`src/rtl/cpd_pkg.sv`:
```
// Shared sizing for the carrier period detector.
// Assumes the window upper bound is the counter's full-scale value.
package cpd_pkg;
    localparam int unsigned CPD_CNT_W      = 4;
    localparam int unsigned CPD_SYNC_DEPTH = 2;
    // Lowest count at the closing edge that is accepted as a valid period.
    localparam int unsigned CPD_WIN_LO     = (1 << CPD_CNT_W) - 2;
endpackage

```
`src/rtl/cpd_edge_sync.sv`:
```
// Brings the asynchronous carrier into the reference domain and emits a
// one-clock pulse on each rising edge.
// Assumes SYNC_DEPTH >= 2 and a synchronous active-low reset.
module cpd_edge_sync #(
    parameter int unsigned SYNC_DEPTH = 2
) (
    input  logic clk_ref,
    input  logic rst_n,
    input  logic sig_async,
    output logic rise_p
);
    logic [SYNC_DEPTH-1:0] chain_q;
    logic                  prev_q;

    // Shift the raw input through the synchronizer chain.
    always_ff @(posedge clk_ref) begin
        if (!rst_n) chain_q <= '0;
        else        chain_q <= {chain_q[SYNC_DEPTH-2:0], sig_async};
    end

    // Keep the last synchronized level for edge detection.
    always_ff @(posedge clk_ref) begin
        if (!rst_n) prev_q <= 1'b0;
        else        prev_q <= chain_q[SYNC_DEPTH-1];
    end

    // A rising edge is a synchronized high that follows a low.
    always_comb rise_p = chain_q[SYNC_DEPTH-1] & ~prev_q;
endmodule

```
`src/rtl/cpd_interval_timer.sv`:
```
// Times reference clocks since the last edge. It flags a closing edge inside
// the acceptance window and signals a timeout once the count is exhausted.
// Assumes the edge pulse is one clock wide. The count saturates and holds
// while disarmed.
module cpd_interval_timer #(
    parameter int unsigned CNT_W  = 4,
    parameter int unsigned WIN_LO = 14
) (
    input  logic             clk_ref,
    input  logic             rst_n,
    input  logic             rise_p,
    output logic             in_window,
    output logic             timeout_p,
    output logic             armed,
    output logic [CNT_W-1:0] count
);
    localparam logic [CNT_W-1:0] CNT_MAX = {CNT_W{1'b1}};
    localparam logic [CNT_W-1:0] CNT_LO  = CNT_W'(WIN_LO);

    logic             armed_q;
    logic [CNT_W-1:0] cnt_q;
    logic             at_max;

    // Full-scale count is the last one at which an edge is still on time.
    always_comb at_max = (cnt_q == CNT_MAX);

    // Clear the counter on an edge; advance while armed; hold at full scale.
    always_ff @(posedge clk_ref) begin
        if (!rst_n)          cnt_q <= CNT_MAX;
        else if (rise_p)     cnt_q <= '0;
        else if (armed_q && !at_max) cnt_q <= cnt_q + 1'b1;
    end

    // Arm on every edge; disarm once full scale passes without an edge.
    always_ff @(posedge clk_ref) begin
        if (!rst_n)                   armed_q <= 1'b0;
        else if (rise_p)              armed_q <= 1'b1;
        else if (armed_q && at_max)   armed_q <= 1'b0;
    end

    // Report the window and timeout conditions to the verdict stage.
    always_comb begin
        in_window = armed_q && (cnt_q >= CNT_LO);
        timeout_p = armed_q && at_max && !rise_p;
    end

    always_comb begin
        armed = armed_q;
        count = cnt_q;
    end
endmodule

```
`src/rtl/cpd_verdict.sv`:
```
// Holds the carrier-present flag. On an edge the flag takes the window
// result; a timeout clears it; otherwise it keeps its value.
// Assumes the edge and the timeout are never active together.
module cpd_verdict (
    input  logic clk_ref,
    input  logic rst_n,
    input  logic rise_p,
    input  logic in_window,
    input  logic timeout_p,
    output logic present
);
    logic present_q;

    // Update the flag on each closing edge or on a timeout.
    always_ff @(posedge clk_ref) begin
        if (!rst_n)         present_q <= 1'b0;
        else if (rise_p)    present_q <= in_window;
        else if (timeout_p) present_q <= 1'b0;
    end

    always_comb present = present_q;
endmodule

```
`src/rtl/carrier_period_detector.sv`:
```
// Top level: synchronizer and edge detector, interval timer, verdict flag.
// Assumes a free-running reference clock about 15.36 times the carrier rate.
module carrier_period_detector
    import cpd_pkg::*;
(
    input  logic clk_ref,
    input  logic rst_n,
    input  logic carrier_in,
    output logic carrier_ok
);
    logic                 rise_p;
    logic                 in_window;
    logic                 timeout_p;
    logic                 armed;
    logic [CPD_CNT_W-1:0] count;

    cpd_edge_sync #(.SYNC_DEPTH(CPD_SYNC_DEPTH)) u_sync (
        .clk_ref  (clk_ref),
        .rst_n    (rst_n),
        .sig_async(carrier_in),
        .rise_p   (rise_p)
    );

    cpd_interval_timer #(.CNT_W(CPD_CNT_W), .WIN_LO(CPD_WIN_LO)) u_timer (
        .clk_ref  (clk_ref),
        .rst_n    (rst_n),
        .rise_p   (rise_p),
        .in_window(in_window),
        .timeout_p(timeout_p),
        .armed    (armed),
        .count    (count)
    );

    cpd_verdict u_verdict (
        .clk_ref  (clk_ref),
        .rst_n    (rst_n),
        .rise_p   (rise_p),
        .in_window(in_window),
        .timeout_p(timeout_p),
        .present  (carrier_ok)
    );
endmodule

```
`config.mk`:
```
export PLATFORM = sky130hd
export DESIGN_NAME = carrier_period_detector
export DESIGN_NICKNAME = d
export VERILOG_FILES = /design/src/rtl/cpd_pkg.sv /design/src/rtl/cpd_edge_sync.sv /design/src/rtl/cpd_interval_timer.sv /design/src/rtl/cpd_verdict.sv /design/src/rtl/carrier_period_detector.sv
export SDC_FILE = /design/constraint.sdc
export NUM_CORES = 1
export LEC_CHECK = 0
export ABC_CLOCK_PERIOD_IN_PS = 1700
export CAP_MARGIN = 20
export CORE_AREA = 2 2 39 41
export DETAILED_ROUTE_END_ITERATION = 10
export DIE_AREA = 0 0 41 43
export DONT_BUFFER_PORTS = 1
export PLACE_DENSITY = 0.49
export SLEW_MARGIN = 15
export SYNTH_ARGS = -nofsm -noshare
export SYNTH_HDL_FRONTEND = slang
export SYNTH_SLANG_ARGS = --single-unit
```
`constraint.sdc`:
```
create_clock -name clk_ref -period 1.7 [get_ports clk_ref]
set_input_delay 0.34 -clock clk_ref [delete_from_list [all_inputs] [get_ports clk_ref]]
set_output_delay 0.34 -clock clk_ref [all_outputs]
set_load 0.05 [all_outputs]
```
=== Word level (Yosys, flattened, before mapping) ===
Cells that the tools add are included.

* Muxes and demuxes: 6
* Magnitude comparators: 1
* Add/sub/neg operators: 1
* Equality and inequality tests: 1
* Reductions and logical operators: 9
* Bitwise gates (word level): 2

{| class="wikitable"
|+ Operators with widths
! kind !! number
|-
| two-way mux 4 bit || 2
|-
| nonzero test 2 bit || 3
|-
| adder 4 x 1 -> 4 bit, second input constant || 1
|-
| equality test 4 bit, second input constant || 1
|-
| greater-or-equal comparator 4 bit, second input constant || 1
|-
| logical AND 1 bit || 4
|-
| two-way mux 1 bit || 4
|-
| logical NOT 1 bit || 2
|-
| AND 1 bit || 1
|-
| inverter 1 bit || 1
|}

* Logic and storage cells: 25
* Output and inout port bits: 1
* Bits of input ports: 3
* Bits in registers: 9

=== Logic depth before layout (Yosys ltp) ===
* Depth after elaboration: 6
* Gate-level depth with buffers: 5

=== Modules after synthesis ===
Synthesis repeated with hierarchy kept, for this count alone.

* Cells, all modules: 38
* Area total of the unflattened synthesis: 407.9 um^2

{| class="wikitable"
|+ Modules (own cells, without submodules)
! module !! instances !! cells an instance !! area an instance (um^2) !! sequential area each (um^2)
|-
| cpd_interval_timer || 1 || 28 || 276.5 || 100.1
|-
| cpd_edge_sync || 1 || 7 || 92.6 || 60.1
|-
| cpd_verdict || 1 || 3 || 38.8 || 20.0
|}

=== Worst setup path before layout ===
OpenSTA, ideal clock, no wires.

* Path kind: reg2reg
* From: register u_timer.cnt_q[1] (netlist: u_timer.count[1])
* To: register u_timer.cnt_q[1] (netlist: u_timer.count[1])
* Setup slack: 560 ps
* Arrival: 1056 ps
* Period minus slack after synthesis: 1140 ps
* Stages on the path, launching flop included: 5
* Buffers on the path: 0
* Required time: 1616 ps
* Cells stage by stage: dfxtp_1 -> ha_1 -> nand3_2 -> and3_4 -> o31ai_2

* Cells in the longest elaborated chain, start to end: 4

{| class="wikitable"
|+ Ends and longest elaborated chain
! element !! line !! source
|-
| start: declaration || cpd_interval_timer.sv:21 || <nowiki>logic [CNT_W-1:0] cnt_q;</nowiki>
|-
| start signal: assignment || cpd_interval_timer.sv:31 || <nowiki>else if (armed_q && !at_max) cnt_q <= cnt_q + 1'b1;</nowiki>
|-
| branches (longest 4 deep; another with adder 4 x 1 -> 4 bit) || -- ||
|}

Parallel ways; which one is timed is not known. The select of a mux whose other input is x is not followed.
A chain may end at the register's enable or synchronous reset.

=== Worst setup path in the final report ===
Ends and elaborated chain as after synthesis.

==> key figures <==
Run status
  – Status: complete, no violations

Placement
  – Post-DP HPWL: 538 µm
  – Inst Count DP: 54
  – GPL Wtd Cong: 0.752
  – Port bufs: 0

Critical path
  – Cell-by-cell trace of the critical path: ha_1, nand3_2, and3_4, o31ai_2
  – CP Max Fanout: 5
  – Worst setup EP type: flop
  – Max incr delay on CP: 0.40 ns
  – Crit path DAT: 1.48 ns
  – CP Class: flop to flop
  – Slowest CP cell: dfxtp_1
  – WP data required: 1.87 ns
  – Startpoint Class: flop

Timing
  – FMAX: 762 MHz
  – Max Transition Viols Final: 0
  – Unrepaired setup endpoints after global routing: false
  – Clock Skew: 0.00403 ns
  – Setup TNS: 0 ns
  – Endpoints failing hold: 0
  – Relative slew slack: 66.5%
  – Final setup violating endpoints: 0
  – Worst Hold Slack: 0.159 ns
  – Final worst path period need: 1.31 ns
  – Slew @ Worst Pin: 0.502 ns
  – Final period utilization: 77.2%

Pwr
  – Switching share of power: 24.1%
  – Worst vdd ir: 0.000490 V
  – Reg power frac: 53.6%
  – Net Sw Power: 104 µW
  – Logic pwr share: 9.1%
  – Clock power frac: 37.3%
  – Pwr dens: 986 nW/µm²
  – Pint: 329 µW
  – Leak: 0.000171 µW

Clock network
  – H-tree levels: 1
  – Post-CTS sizing: 0
  – Worst skew pair latency: 0.26 ns
  – Reg clk slew, reported paths: 0.06 ns
  – Hold Buf Count CTS: 0
  – Clk Tree Root Cell: clkbuf_4
  – Clock sink total: 9
  – TritonCTS buffer count: 3
  – CTS tree: built
  – Max clock buf depth: 2
  – Post-CTS Setup Bufs: 0

Route
  – Post-Route WL: 773 µm
  – Routed vias/inst: 5.38
  – Post-route DRC: 0
  – WL/cell: 13.3 µm
  – Post-route ant nets: 0
  – Total iterations of the first detailed-routing run: 2
  – Routed vias: 312
  – Drt initial violations: 6

Global routing
  – Routing usage on met3: 7.33%
  – GR Overflow Total: 0
  – First-pass GRT wire length: 1340 µm
  – Met2 GRT Util: 17.2%
  – Antenna violations before repair: 0
  – Global-route usage over all layers: 11.7%
  – GR met1 Demand/Resource: 12.3%
  – Largest net degree at the start of global routing: 11
  – GR peak layer: met2
  – Vias in the first global route: 321

Synth
  – Register area share after synthesis: 45.3%
  – Mapped cell area: 398 µm²
  – Syn Area/Cell: 10.2 µm²
  – YS warnings: 0
  – Post-Syn Nets: 44
  – Synth Register Bits: 9
  – Yosys cell types: 22
  – Cell taking the most area after synthesis: dfxtp_1
  – Mapped Cells: 39
  – Top cell type's share of synthesized area: 45.3%
  – Synth area leaders: dfxtp_1 (45%), ha_1 (6.3%), nand4_1 (6.3%), and2_1 (4.7%), o311ai_1 (4.4%)

Layout
  – Layout fillers: 152
  – Final core utilization: 31.7%
  – Commonest non-fill, non-tap cell in the layout: dfxtp_1
  – Diodes inserted: 0
  – Fin cells: 58
  – Layout net count: 48
  – Area Growth Syn to Fin: 10.4%
  – Commonest cells after routing, fill and taps aside: dfxtp_1 (9), nand4_1 (4), a21oi_1 (3), and2_1 (3), clkbuf_4 (3)
  – Share of layout cells above drive strength 1: 14.3%

Worst hold path
  – Worst Hold Class: primary input to flop

Floorplanning
  – Starting Density: 28.8%
  – Die area: 1760 µm²
  – Core Area: 1380 µm²
  – Die width: 41 µm
  – Row cnt: 14
  – # IOs: 4
  – Die height: 43 µm

Flow run
  – Max-cap violations: 0
[registers in the layout (all words and copies together) (netlist names)]
signal             flops
u_verdict.present      1
u_timer.count          4
u_sync.prev_q          1
u_sync.chain_q         2
u_timer.armed          1
[cell type report]
class	instances	area, µm²	share of cell area [%]
inverter	1	3.75	0.855
sequential	9	180	41.0
clock buffer	4	26.3	5.98
multi-input combinational	28	209	47.6
tap	16	20.0	4.56
[synth_stat cells]
cell type	n
and2b_1	1
and3_4	1
nand2b_1	1
ha_1	2
nor2b_1	1
a21oi_1	3
o211ai_1	1
o21a_1	1
o311ai_1	2
a21boi_0	1
o31ai_2	1
o21ai_0	1
inv_1	1
nand4b_1	1
dfxtp_1	9
nand4_1	4
nand3_2	1
nand2_1	1
buf_2	1
and2_1	3
nand3_1	1
o31a_1	1
[through the flow]
step                      area (µm²)  setup WS [ns]  total power, µW
after floorplan                  398          0.560              267
after global placement           413          0.476              273
after detailed placement         413          0.414              276
after CTS                        439          0.403              442
after global routing             439          0.260              460
final                            439          0.387              433
[cells by family after synthesis]
group           after synthesis  share of synthesized area, %
fa+ha+maj                     2                          6.29
buf+inv                       2                          2.20
simple gates                 15                          25.8
compound gates               11                          20.4
flops                         9                          45.3
[power groups by stage]
stage               Combinational (µW)  Clock [µW]  Sequential, µW
finish                            39.6         161             232
global route                      44.7         181             234
floorplan                         34.6           0             232
global placement                  36.3           0             236
CTS                               39.4         171             232
detailed placement                39.0           0             237
[final timing paths]
| path | startpoint | end | slack (ns) | cells past startpoint |
|---|---|---|---|---|
| hold reg to reg | u_sync.chain_q[0]$_SDFF_PN0_ | u_sync.chain_q[1]$_SDFF_PN0_ | 0.44 | 1 |
| hold / removal | rst_n | u_timer.count[1]$_SDFFE_PN1P_ | 0.16 | 1 |
| setup / recovery | u_timer.count[1]$_SDFFE_PN1P_ | u_timer.count[1]$_SDFFE_PN1P_ | 0.39 | 4 |
| setup reg to reg | u_timer.count[1]$_SDFFE_PN1P_ | u_timer.count[1]$_SDFFE_PN1P_ | 0.39 | 4 |
[critical path, delay by kind of cell, from the launching register on]
family	cells	cell delay, ns
flip-flops	1	0.40
AND/OR/NAND/NOR	2	0.37
adder cells (fa/ha/maj)	1	0.27
AO/OA/AOI/OAI	1	0.19
[per-layer routing]
metal	part of all wire [%]	routed length [µm]
met3	5.0	39
met5	0	0
met2	52	405
met1	41	314
met4	1.7	13
Note: power is estimated with default switching activity, not from simulation.
